## src/rtl/pit_pkg.sv

```systemverilog
package pit_pkg;

  typedef enum logic [1:0] {
    IVL_OFF   = 2'd0,
    IVL_SHORT = 2'd1,
    IVL_MID   = 2'd2,
    IVL_LONG  = 2'd3
  } ivl_e;

  localparam int STAT_W  = 3;
  localparam int RPT_BIT = 3;

  // One-hot code to interval; anything that is not exactly one bit disables
  function automatic ivl_e decode_ivl(input logic [STAT_W-1:0] code);
    case (code)
      3'b001:  return IVL_SHORT;
      3'b010:  return IVL_MID;
      3'b100:  return IVL_LONG;
      default: return IVL_OFF;
    endcase
  endfunction

  function automatic logic [STAT_W-1:0] encode_ivl(input ivl_e ivl);
    case (ivl)
      IVL_SHORT: return 3'b001;
      IVL_MID:   return 3'b010;
      IVL_LONG:  return 3'b100;
      default:   return 3'b000;
    endcase
  endfunction

endpackage

```

## src/rtl/pit_bus_port.sv

```systemverilog
module pit_bus_port
  import pit_pkg::*;
#(
  parameter int ADDR_W   = 4,
  parameter int DATA_W   = 4,
  parameter int SEL_ADDR = 15
) (
  input  logic              clk,
  input  logic              rst,
  input  logic [ADDR_W-1:0] addr,
  input  logic              wr_en,
  input  logic              rd_en,
  input  logic [DATA_W-1:0] wdata,
  output logic              wr_hit,
  output logic              rd_hit,
  output ivl_e              load_ivl,
  output ivl_e              cur_ivl,
  output logic              rpt,
  output logic [DATA_W-1:0] rdata
);

  localparam logic [ADDR_W-1:0] MY_ADDR = ADDR_W'(SEL_ADDR);
  localparam int                PAD_W   = DATA_W - STAT_W;

  logic addr_match;

  assign addr_match = (addr == MY_ADDR);
  assign wr_hit     = wr_en && addr_match;
  // a write in the same cycle takes precedence over a read
  assign rd_hit     = rd_en && !wr_en && addr_match;
  assign load_ivl   = decode_ivl(wdata[STAT_W-1:0]);

  always_ff @(posedge clk) begin
    if (rst) begin
      cur_ivl <= IVL_OFF;
      rpt     <= 1'b0;
    end else if (wr_hit) begin
      cur_ivl <= load_ivl;
      rpt     <= wdata[RPT_BIT];
    end
  end

  always_ff @(posedge clk) begin
    if (rst) begin
      rdata <= '0;
    end else if (rd_hit) begin
      rdata <= {{PAD_W{1'b0}}, encode_ivl(cur_ivl)};
    end else begin
      rdata <= '0;
    end
  end

endmodule

```

## src/rtl/pit_clear_seq.sv

```systemverilog
module pit_clear_seq #(
  parameter int CLR_READS = 3
) (
  input  logic clk,
  input  logic rst,
  input  logic rd_hit,
  input  logic wr_hit,
  input  logic timeout,
  output logic clr_pulse
);

  localparam int CLR_W = $clog2(CLR_READS + 1);
  localparam logic [CLR_W-1:0] LAST_RD = CLR_W'(CLR_READS - 1);
  localparam logic [CLR_W-1:0] SAT_RD  = CLR_W'(CLR_READS);

  logic [CLR_W-1:0] rd_cnt;

  assign clr_pulse = rd_hit && (rd_cnt == LAST_RD);

  always_ff @(posedge clk) begin
    if (rst) begin
      rd_cnt <= '0;
    end else if (wr_hit || timeout) begin
      rd_cnt <= '0;
    end else if (rd_hit && (rd_cnt != SAT_RD)) begin
      rd_cnt <= rd_cnt + CLR_W'(1);
    end
  end

endmodule

```

## src/rtl/pit_interval_ctr.sv

```systemverilog
module pit_interval_ctr
  import pit_pkg::*;
#(
  parameter int TICKS_SHORT = 5,
  parameter int TICKS_MID   = 50,
  parameter int TICKS_LONG  = 600
) (
  input  logic clk,
  input  logic rst,
  input  logic tick,
  input  logic load,
  input  ivl_e load_ivl,
  input  ivl_e cur_ivl,
  input  logic restart,
  output logic timeout
);

  localparam int CNT_W = $clog2(TICKS_LONG + 1);

  logic [CNT_W-1:0] cnt;
  logic [CNT_W-1:0] limit;
  logic             run;
  logic             last;

  always_comb begin
    case (cur_ivl)
      IVL_SHORT: limit = CNT_W'(TICKS_SHORT);
      IVL_MID:   limit = CNT_W'(TICKS_MID);
      IVL_LONG:  limit = CNT_W'(TICKS_LONG);
      default:   limit = '0;
    endcase
  end

  assign last    = (cnt == limit - CNT_W'(1));
  assign timeout = run && tick && last && !load && !restart;

  always_ff @(posedge clk) begin
    if (rst) begin
      cnt <= '0;
      run <= 1'b0;
    end else if (load) begin
      cnt <= '0;
      run <= (load_ivl != IVL_OFF);
    end else if (restart) begin
      cnt <= '0;
      run <= 1'b1;
    end else if (run && tick) begin
      if (last) begin
        cnt <= '0;
        run <= 1'b0;
      end else begin
        cnt <= cnt + CNT_W'(1);
      end
    end
  end

endmodule

```

## src/rtl/periodic_irq_timer.sv

```systemverilog
module periodic_irq_timer
  import pit_pkg::*;
#(
  parameter int ADDR_W      = 4,
  parameter int DATA_W      = 4,
  parameter int SEL_ADDR    = 15,
  parameter int TICKS_SHORT = 5,
  parameter int TICKS_MID   = 50,
  parameter int TICKS_LONG  = 600,
  parameter int CLR_READS   = 3
) (
  input  logic              clk,
  input  logic              rst,
  input  logic              tick,
  input  logic [ADDR_W-1:0] addr,
  input  logic              wr_en,
  input  logic              rd_en,
  input  logic [DATA_W-1:0] wdata,
  output logic [DATA_W-1:0] rdata,
  output logic              irq_n
);

  logic wr_hit;
  logic rd_hit;
  logic rpt;
  logic clr_pulse;
  logic restart;
  logic timeout;
  ivl_e load_ivl;
  ivl_e cur_ivl;

  pit_bus_port #(
    .ADDR_W  (ADDR_W),
    .DATA_W  (DATA_W),
    .SEL_ADDR(SEL_ADDR)
  ) u_port (
    .clk     (clk),
    .rst     (rst),
    .addr    (addr),
    .wr_en   (wr_en),
    .rd_en   (rd_en),
    .wdata   (wdata),
    .wr_hit  (wr_hit),
    .rd_hit  (rd_hit),
    .load_ivl(load_ivl),
    .cur_ivl (cur_ivl),
    .rpt     (rpt),
    .rdata   (rdata)
  );

  pit_clear_seq #(
    .CLR_READS(CLR_READS)
  ) u_clr (
    .clk      (clk),
    .rst      (rst),
    .rd_hit   (rd_hit),
    .wr_hit   (wr_hit),
    .timeout  (timeout),
    .clr_pulse(clr_pulse)
  );

  // repeat mode re-arms the interval on the completing read
  assign restart = clr_pulse && rpt && (cur_ivl != IVL_OFF);

  pit_interval_ctr #(
    .TICKS_SHORT(TICKS_SHORT),
    .TICKS_MID  (TICKS_MID),
    .TICKS_LONG (TICKS_LONG)
  ) u_ctr (
    .clk     (clk),
    .rst     (rst),
    .tick    (tick),
    .load    (wr_hit),
    .load_ivl(load_ivl),
    .cur_ivl (cur_ivl),
    .restart (restart),
    .timeout (timeout)
  );

  // a timeout outranks a clear landing in the same cycle
  always_ff @(posedge clk) begin
    if (rst) begin
      irq_n <= 1'b1;
    end else if (timeout) begin
      irq_n <= 1'b0;
    end else if (clr_pulse) begin
      irq_n <= 1'b1;
    end
  end

endmodule

```

## config.mk

```make
export PLATFORM = sky130hd
export DESIGN_NAME = periodic_irq_timer
export DESIGN_NICKNAME = d
export VERILOG_FILES = /design/src/rtl/pit_pkg.sv /design/src/rtl/pit_bus_port.sv /design/src/rtl/pit_clear_seq.sv /design/src/rtl/pit_interval_ctr.sv /design/src/rtl/periodic_irq_timer.sv
export SDC_FILE = /design/constraint.sdc
export NUM_CORES = 1
export LEC_CHECK = 0
export BUFFER_PORTS_ARGS = -buffer_cell sky130_fd_sc_hd__buf_2
export CORE_MARGIN = 2
export CORE_UTILIZATION = 54
export CTS_CLUSTER_SIZE = 12
export DETAILED_ROUTE_END_ITERATION = 10
export PLACE_DENSITY = 0.82
export SYNTH_ARGS = -nofsm -noshare
export SYNTH_HDL_FRONTEND = slang
export SYNTH_SLANG_ARGS = --single-unit
```

## constraint.sdc

```tcl
create_clock -name clk -period 2.35 [get_ports clk]
set_input_delay 0.1175 -clock clk [delete_from_list [all_inputs] [get_ports clk]]
set_output_delay 0.1175 -clock clk [all_outputs]
set_load 0.01 [all_outputs]
```

# == After elaboration in Yosys (flattened, before gate mapping) ==
# Cells that the tools add are included.
# word_totals
reg_bits,21
in_bits,13
out_inout_bits,5
wordCells,56
# classes
n_addsub,3
n_eq_ne,10
n_mux,10
n_bitwise,1
n_reduce_logical,24
# ops
op,n
10-bit one-hot mux with 3 select lines,1
1-bit logical AND,11
10-bit by 1-bit adder with 10-bit output (second input constant),1
10-bit == test,1
10-bit 2-to-1 mux,1
10-bit by 1-bit subtractor with 10-bit output (second input constant),1
3-bit one-hot mux with 3 select lines,1
2-bit == test (second input constant),3
1-bit 2-to-1 mux,6
2-bit one-hot mux with 3 select lines,1
2-bit nonzero test,3
3-bit nonzero test,2
4-bit == test (second input constant),1
2-bit OR reduction,2
3-bit by 1-bit == test with 1-bit output (second input constant),1
3-bit by 2-bit == test with 1-bit output (second input constant),1
3-bit == test (second input constant),1
1-bit zero test,3
3-bit OR reduction,1
2-bit by 1-bit adder with 2-bit output (second input constant),1
2-bit by 1-bit == test with 1-bit output (second input constant),1
2-bit inequality test (second input constant),1
2-bit AND reduction,1
1-bit logical OR,1
1-bit NOT,1

# == Depth between registers and ports, before layout ==
# Gate-level depths: netlist of the first run.
# logic_depth
depth_word,10
ltp_mapped,7
ltp_nobuf,6

# == Modules after synthesis ==
# A second synthesis of the first run with hierarchy kept.
# hier_totals
cells_unflattened,124
hier_area_um2,1169.9
# modules_own_cells
module,instances,cells_each,area_each_um2,seq_area_each_um2
pit_interval_ctr,1,79,732.0,220.2
pit_bus_port,1,29,274.0,120.1
pit_clear_seq,1,12,122.6,40.0
periodic_irq_timer,1,4,41.3,20.0

# == Worst setup path after synthesis of the first run ==
# OpenSTA, ideal clock, no wires.
# synth_path
path_kind,register -> register
start,register u_port.cur_ivl[0]
end,register u_ctr.cnt[0]
setup_time_ns,0.128
arrival_ns,1.770
t_required_ns,2.222
setup_slack_ns,0.452
path_stages_with_launch,8
n_path_buf,1
period_less_slack_ns,1.898
cell_sequence,dfxtp_1 -> inv_1 -> ha_1 -> or2b_1 -> a221o_1 -> nor4_4 -> buf_6 -> nor3_1
# synth_via
elab_chain_cells,5
elab_cells_between_ends,10
cone_classes,add/sub: 1; eq/ne: 4; mux: 2; reduce/logical: 3
# synth_rtl
element,line,source
start: declaration,pit_bus_port.sv:17,"output ivl_e cur_ivl,"
start signal: assignment,pit_bus_port.sv:38,cur_ivl <= load_ivl;
2-bit == test or 2-bit by 1-bit == test with 1-bit output (tied branches),pit_interval_ctr.sv:26,case (cur_ivl)
10-bit one-hot mux with 3 select lines,pit_interval_ctr.sv:26,
10-bit by 1-bit subtractor with 10-bit output,pit_interval_ctr.sv:34,assign last = (cnt == limit - CNT_W'(1));
10-bit == test,pit_interval_ctr.sv:34,
10-bit 2-to-1 mux,pit_interval_ctr.sv:48,if (last) begin
end signal: assignment,pit_interval_ctr.sv:52,cnt <= cnt + CNT_W'(1);
end: declaration,pit_interval_ctr.sv:20,logic [CNT_W-1:0] cnt;
# Parallel ways exist; a longest one is shown, timed or not.
# A chain may end at the register's enable or synchronous reset.

# == Final worst setup path of the first run ==
# Same ends and word-level chain as after synthesis.

==> results of run 1 <==
## cells by family (layout without fill, tap and decap cells)
logic type / after synthesis / count (layout) / synth area share (%)
AOI/OAI and AO/OA: 10 / 10 / 6.63
xor gates and xnor gates: 16 / 16 / 12.6
adders and majority gates: 8 / 8 / 8.99
buffers and inverters: 10 / 27 / 4.49
DFF: 20 / 20 / 36.0
muxes: 4 / 4 / 3.60
other: 1 / 1 / 0.337
and+or+nand+nor: 54 / 54 / 27.4
## registers in the layout, indices dropped and copies added, names as in the netlist
name and flops:
irq_n 1, u_ctr.run 1, u_clr.rd_cnt 2, u_ctr.cnt 10, u_port.rdata 3, u_port.rpt 1
u_port.cur_ivl 2
## final timing paths
kind | slack [ps] | to | from | cells after the start
setup / recovery | 220 | u_ctr.cnt[0] | u_port.cur_ivl[0] | 7
hold / removal | 50 | u_port.rpt | rst | 2
setup reg to reg | 220 | u_ctr.cnt[0] | u_port.cur_ivl[0] | 7
hold reg to reg | 460 | u_port.rpt | u_port.rpt | 2
## layout make-up
| cell class | instances | share of cell area [%] |
|---|---|---|
| Multi-Input combinational cell | 93 | 52.6 |
| Sequential cell | 20 | 31.8 |
| Tap cell | 27 | 2.68 |
| Timing Repair Buffer | 17 | 6.95 |
| Clock inverter | 1 | 2.38 |
| Clock buffer | 3 | 1.79 |
| Inverter | 6 | 1.79 |
## worst register-to-register path: stages, from the launching register on
cell and delay (ps):
dfxtp_1 430, inv_1 110, ha_1 340, or2b_1 230, a221o_1 350, nor4_4 250
buf_4 240, nor3_1 70
## layout by cell type (no fill, tap or decap)
| cell type | count |
|---|---|
| and2_1 | 3 |
| or2b_1 | 1 |
| xor2_1 | 8 |
| conb_1 | 1 |
| buf_4 | 1 |
| clkbuf_4 | 3 |
| a31oi_1 | 1 |
| a221o_1 | 1 |
| nor3_1 | 15 |
| mux2i_1 | 4 |
| nand3b_1 | 1 |
| nor4_4 | 1 |
| bufinv_16 | 1 |
| xnor2_1 | 8 |
| or3b_1 | 1 |
| inv_1 | 6 |
| o41ai_1 | 1 |
| buf_2 | 16 |
| and4_1 | 2 |
| dfxtp_1 | 20 |
| and4b_1 | 1 |
| a22oi_1 | 1 |
| and3_2 | 2 |
| nor2b_1 | 1 |
| a311oi_1 | 1 |
| a21oi_1 | 2 |
| nor4b_1 | 1 |
| a211oi_1 | 3 |
| ha_1 | 8 |
| nand2_1 | 8 |
| nor2_1 | 9 |
| nand4_1 | 4 |
| nand3_1 | 4 |
## power groups by stage
stage / combinational, mW / sequential (mW) / clock (mW)
2_1_floorplan: 0.0188 / 0.349 / 0
3_3_place_gp: 0.0337 / 0.349 / 0
3_5_place_dp: 0.0354 / 0.349 / 0
4_1_cts: 0.0356 / 0.341 / 0.284
5_1_grt: 0.0400 / 0.342 / 0.313
6_report: 0.0360 / 0.342 / 0.287
## layer usage
| layer | vias up | wire length, microns |
|---|---|---|
| met5 | - | 0 |
| met4 | 0 | 38 |
| met3 | 5 | 74 |
| met2 | 17 | 1100 |
| met1 | 440 | 1010 |
| li1 | 466 | - |
## per-stage QoR
stage | instance area (sq um) | total power, mW | utilization (%) | setup slack (ps)
6_report | 1260 | 0.664 | 64.2 | 223
5_1_grt | 1260 | 0.695 | 64.2 | 99.1
4_1_cts | 1260 | 0.661 | 64.2 | 234
3_5_place_dp | 1210 | 0.385 | 61.5 | 265
3_3_place_gp | 1210 | 0.383 | 61.5 | 355
2_1_floorplan | 1110 | 0.368 | - | 452
==> results.md, run 1 <==
- Yosys top cell area share: 36.0%
- PD cells: 527 nW/um^2
- Top cells by count, synth: dfxtp_1, nor3_1, nor2_1
- Met1 GRT Util: 25.5%
- Antenna diodes: 0
- # rows: 16
- Final Setup Violations: 0
- Shortest period the worst path allows: 2130 ps
- Largest net degree at the start of global routing: 13
- Avg Vias per Cell: 5.56
- Die height: 49.4 microns
- Synth warn: 0
- RSZ-0062 raised after global routing: false
- Total negative slack: 0 ps
- Slew Viols, Final: 0
- Layout cells sized above 1: 17.1%
- Vias post-DR: 928
- Reg clk slew, reported paths: 110 ps
- Crit path DAT: 2320 ps
- Top-count cell post-synth: dfxtp_1
- Unique masters post-synth: 33
- Synth Cell Area: 1110 sq um
- First-pass GRT wire length: 3.94 mm
- H-tree depth: 1
- Placed Cells: 163
- Final cycle utilization of the critical path: 90.5%
- CP delay by family, top: simple AND/OR/NAND/NOR gates
- Layout fillers: 179
- WL/cell: 13.4 microns
- Ys flop type: dfxtp_1
- Die area: 2440 sq um
- Final hold viol count: 0
- Outcome: finished, final reports clean
- Switching Share: 20.5%
- Initial antenna violation count: 0
- M3 GR Usage: 3.68%
- Worst VDD drop: 0.000350 V
- Total track usage: 21.3%
- CTS tree: built
- Clk_skew: 10.6 ps
- Hpwl dp: 1.74 mm
- Max Buffers Root-to-Sink: 2
- GR Util met2: 36.9%
- Max Cap Viol: 0
- Reg area: 400 sq um
- Die width: 49.4 microns
- Hold-fix buffers, CTS: 0
- Critical Path RT: 2540 ps
- Mapped Cells: 123
- Worst setup EP type: register
- Internal power: 0.528 mW
- Worst path bufs/invs: 2
- Lkg Pwr: 0.544 nW
- 1st-iter DRT viols: 14
- Post-CTS Setup Inserts: 0
- Routed Antenna Nets: 0
- Area growth from synthesis to layout: 13.1%
- DR pass1 iterations: 4
- Fmax: 470 MHz
- Hold Slack: 51.9 ps
- Core area: 1960 sq um
- Worst path cell trace: inv_1 > ha_1 > or2b_1 > a221o_1 > nor4_4 > buf_4 > nor3_1
- Sequential element share of the synthesized area: 36.0%
- Post-CTS sizing: 0
- Mapped Nets: 144
- CP Launch Type: register
- WL final: 2.23 mm
- Worst-skew pair later-pin latency: 310 ps
- Max incr delay on CP: 430 ps
- #FFs+latches synth: 20
- Comb power frac: 5.4%
- CTS Root Cell: clkbuf_4
- Reg power frac: 51.4%
- Area leader, netlist: dfxtp_1
- Hold WC Path Type: in -> reg
- Final net count: 162
- Clock power share: 43.2%
- Slowest CP cell: dfxtp_1
- CP max FO: 10
- # port buffers: 16
- Synth top area cells: dfxtp_1, ha_1, nor3_1
- Non-Filler Instances: 167
- Vias in the first global route: 918
- Placer congestion estimate: 0.876
- Crit path kind: reg -> reg
- EDFF count, synth: 0
- Multi-input gate area: 663 sq um
- DRC Markers: 0
- Grt ovf: 0
- Synthesized area per cell: 9.05 sq um
- Num ports: 18
- Switch Pwr: 0.136 mW
- Busiest grt layer: met2
- CTS sink cnt: 20
- CTS buffer count: 3
- Post-synthesis async set-or-reset flop share: 0%
- Initial core utilization: 56.8%
(Power assumes the default switching activity.)
==> run 2: changes to the inputs <==
--- a/config.mk
+++ b/config.mk
@@ -5,9 +5,10 @@
 export SDC_FILE = /design/constraint.sdc
 export NUM_CORES = 1
 export LEC_CHECK = 0
+export ABC_AREA = 1
 export BUFFER_PORTS_ARGS = -buffer_cell sky130_fd_sc_hd__buf_2
 export CORE_MARGIN = 2
-export CORE_UTILIZATION = 54
+export CORE_UTILIZATION = 55
 export CTS_CLUSTER_SIZE = 12
 export DETAILED_ROUTE_END_ITERATION = 10
 export PLACE_DENSITY = 0.82
==> results.md, run 2 <==
- Area leader, netlist: dfxtp_1
- Synth warn: 0
- Crit path kind: reg -> reg
- Synth Cell Area: 1190 sq um
- Placer congestion estimate: 0.837
- CTS Root Cell: clkbuf_4
- Worst setup EP type: register
- Final Setup Violations: 0
- Yosys top cell area share: 33.6%
- CTS tree: built
- Routed Antenna Nets: 0
- Critical path destination: u_ctr.run
- Number of flip-flops in the largest register: 10
- WL/cell: 10.3 microns
- Hold WC Path Type: in -> reg
- R2R setup slack: 650 ps
- Post-CTS sizing: 0
- Non-Filler Instances: 220
- Slowest CP cell: dfxtp_1
- Worst VDD drop: 0.000341 V
- Worst-skew pair later-pin latency: 320 ps
- DRC Markers: 0
- Synth top area cells: dfxtp_1, nand2_1, inv_1
- Largest regs: u_ctr.cnt: 10 flops, u_port.rdata: 3 flops
- Lkg Pwr: 0.586 nW
- Critical R2R Capture: u_ctr.run
- Sequential element share of the synthesized area: 33.6%
- Met1 GRT Util: 25.9%
- Hold-fix buffers, CTS: 0
- Critical Path Most Common Cell: nand2_1
- Layout cells sized above 1: 15.5%
- Hold Slack: 26.6 ps
- CTS sink cnt: 20
- Worst r2r path cells: 10
- Hpwl dp: 1.85 mm
- Mapped Cells: 175
- Crit path DAT: 1910 ps
- Max incr delay on CP: 400 ps
- DP Worst Slack: 672 ps
- Vias post-DR: 1097
- Total power: 0.593 mW
- Grt ovf: 0
- RSZ-0062 raised after global routing: false
- Commonest non-fill, non-tap cell in the layout: nand2_1
- Unique masters post-synth: 26
- # port buffers: 16
- Total negative slack: 0 ps
- Fin area: 1320 sq um
- Slew Viols, Final: 0
- Multi-input gate area: 663 sq um
- PD cells: 448 nW/um^2
- Mapped Nets: 196
- Initial core utilization: 59.5%
- Initial antenna violation count: 0
- Reg clk slew, reported paths: 120 ps
- Outcome: finished, final reports clean
- Fmax: 588 MHz
- Final hold viol count: 0
- H-tree depth: 1
- Reg2reg start: u_port.cur_ivl[0]
- Clk_skew: 6.02 ps
- Utilization after layout: 66.1%
- Busiest grt layer: met2
- Shortest period the worst path allows: 1700 ps
- CP Launch Type: register
- Synth Area in Adders: 8.40%
- Placed Cells: 216
- Avg Vias per Cell: 4.99
- Post-CTS Setup Inserts: 0
- Largest family of logic cells by synthesized area: simple AND/OR/NAND/NOR gates
- Largest net degree at the start of global routing: 12
- Num ports: 18
- DR pass1 iterations: 4
- Antenna diodes: 0
- Top-count cell post-synth: nand2_1
- CP max FO: 11
- Post-synthesis mux area share: 0%
- Vias in the first global route: 1057
- Max Buffers Root-to-Sink: 2
- GR Util met2: 39.3%
- Post-synthesis simple-gate area fraction: 35.3%
- Top cells by count, synth: nand2_1, inv_1, nor2_1
- #FFs+latches synth: 20
- First-pass GRT wire length: 4.36 mm
- Most flop-heavy register: u_ctr.cnt
- Final net count: 215
- Worst path cell trace: inv_1 > ha_1 > inv_1 > nand2_1 > nand2_1 > nand2_1 > nor2_1 > nand3_1 > nand3_2 > a21oi_1
- CTS buffer count: 3
- Max Cap Viol: 0
- Final setup margin: 650 ps
- Total track usage: 22.4%
- Xor/xnor share of the synthesized area: 4.41%
- M3 GR Usage: 5.36%
- Area after DPL: 1290 sq um
- 1st-iter DRT viols: 26
- Die height: 50.5 microns
- Area growth from synthesis to layout: 11.0%
- Die area: 2550 sq um
- CP startpoint: u_port.cur_ivl[0]
- Critical Path RT: 2560 ps
- Most frequent cells in the layout: nand2_1, inv_1, nor2_1
- Synthesized area per cell: 6.81 sq um
- Die width: 50.5 microns
- Reg area: 400 sq um
- Final cycle utilization of the critical path: 72.4%
- # rows: 16
- Core area: 2000 sq um
- WL final: 2.27 mm
- Post-synthesis async set-or-reset flop share: 0%
- EDFF count, synth: 0
- Complex-gate fraction of the synthesized area: 7.25%
- Ys flop type: dfxtp_1
- Layout fillers: 195
==> run 2: cell types whose count changed after synthesis, moves of 5 or more <==
cell,change
xnor2_1,-7
inv_1,+23
nor2_1,+20
nand2_1,+33
o21ai_0,+7
nand3_1,+5
nor3_1,-12
==> run 2: worst min path at each step <==
stage,from,endpoint,cells after the start
floorplan,rst,u_port.cur_ivl[0],1
global placement,rst,u_port.cur_ivl[0],2
detailed placement,rst,u_port.cur_ivl[0],2
CTS,rst,u_port.cur_ivl[0],2
global route,rst,u_port.cur_ivl[0],2
finish,rst,u_port.cur_ivl[0],2
==> run 2: layer usage <==
layer  vias to the layer above  wire [microns]
met5                         -               0
met4                         0              48
met3                         5              95
met2                        17            1130
met1                       502            1000
li1                        573               -
==> run 2: power breakdown <==
part | total (mW) | leakage, nW | switching, mW | internal [mW]
logic | 0.0394 | 0.404 | 0.0242 | 0.0152
clock network | 0.211 | 0.0210 | 0.116 | 0.0951
registers | 0.342 | 0.161 | 0.00178 | 0.341
==> run 2: cell type report <==
type / count / share of cell area (%)
clock buffers: 4 / 2.74
well taps: 27 / 2.55
multi-input cells: 124 / 50.1
flip-flops and latches: 20 / 30.3
repair buffers: 16 / 6.05
inverters: 29 / 8.23
==> run 2: critical path: cells and delay by family, from the launching register on <==
kind,cells,cell delay (ps)
buffers and inverters,2,200
flip-flops,1,400
AO/OA/AOI/OAI,1,90
AND/OR/NAND/NOR,6,570
adder cells (fa/ha/maj),1,340
==> run 2: cell families after synthesis <==
group | count (synthesis)
and+or+nand+nor | 94
DFF | 20
adders and majority gates | 8
buffers and inverters | 31
other | 1
xor gates and xnor gates | 6
AOI/OAI and AO/OA | 15
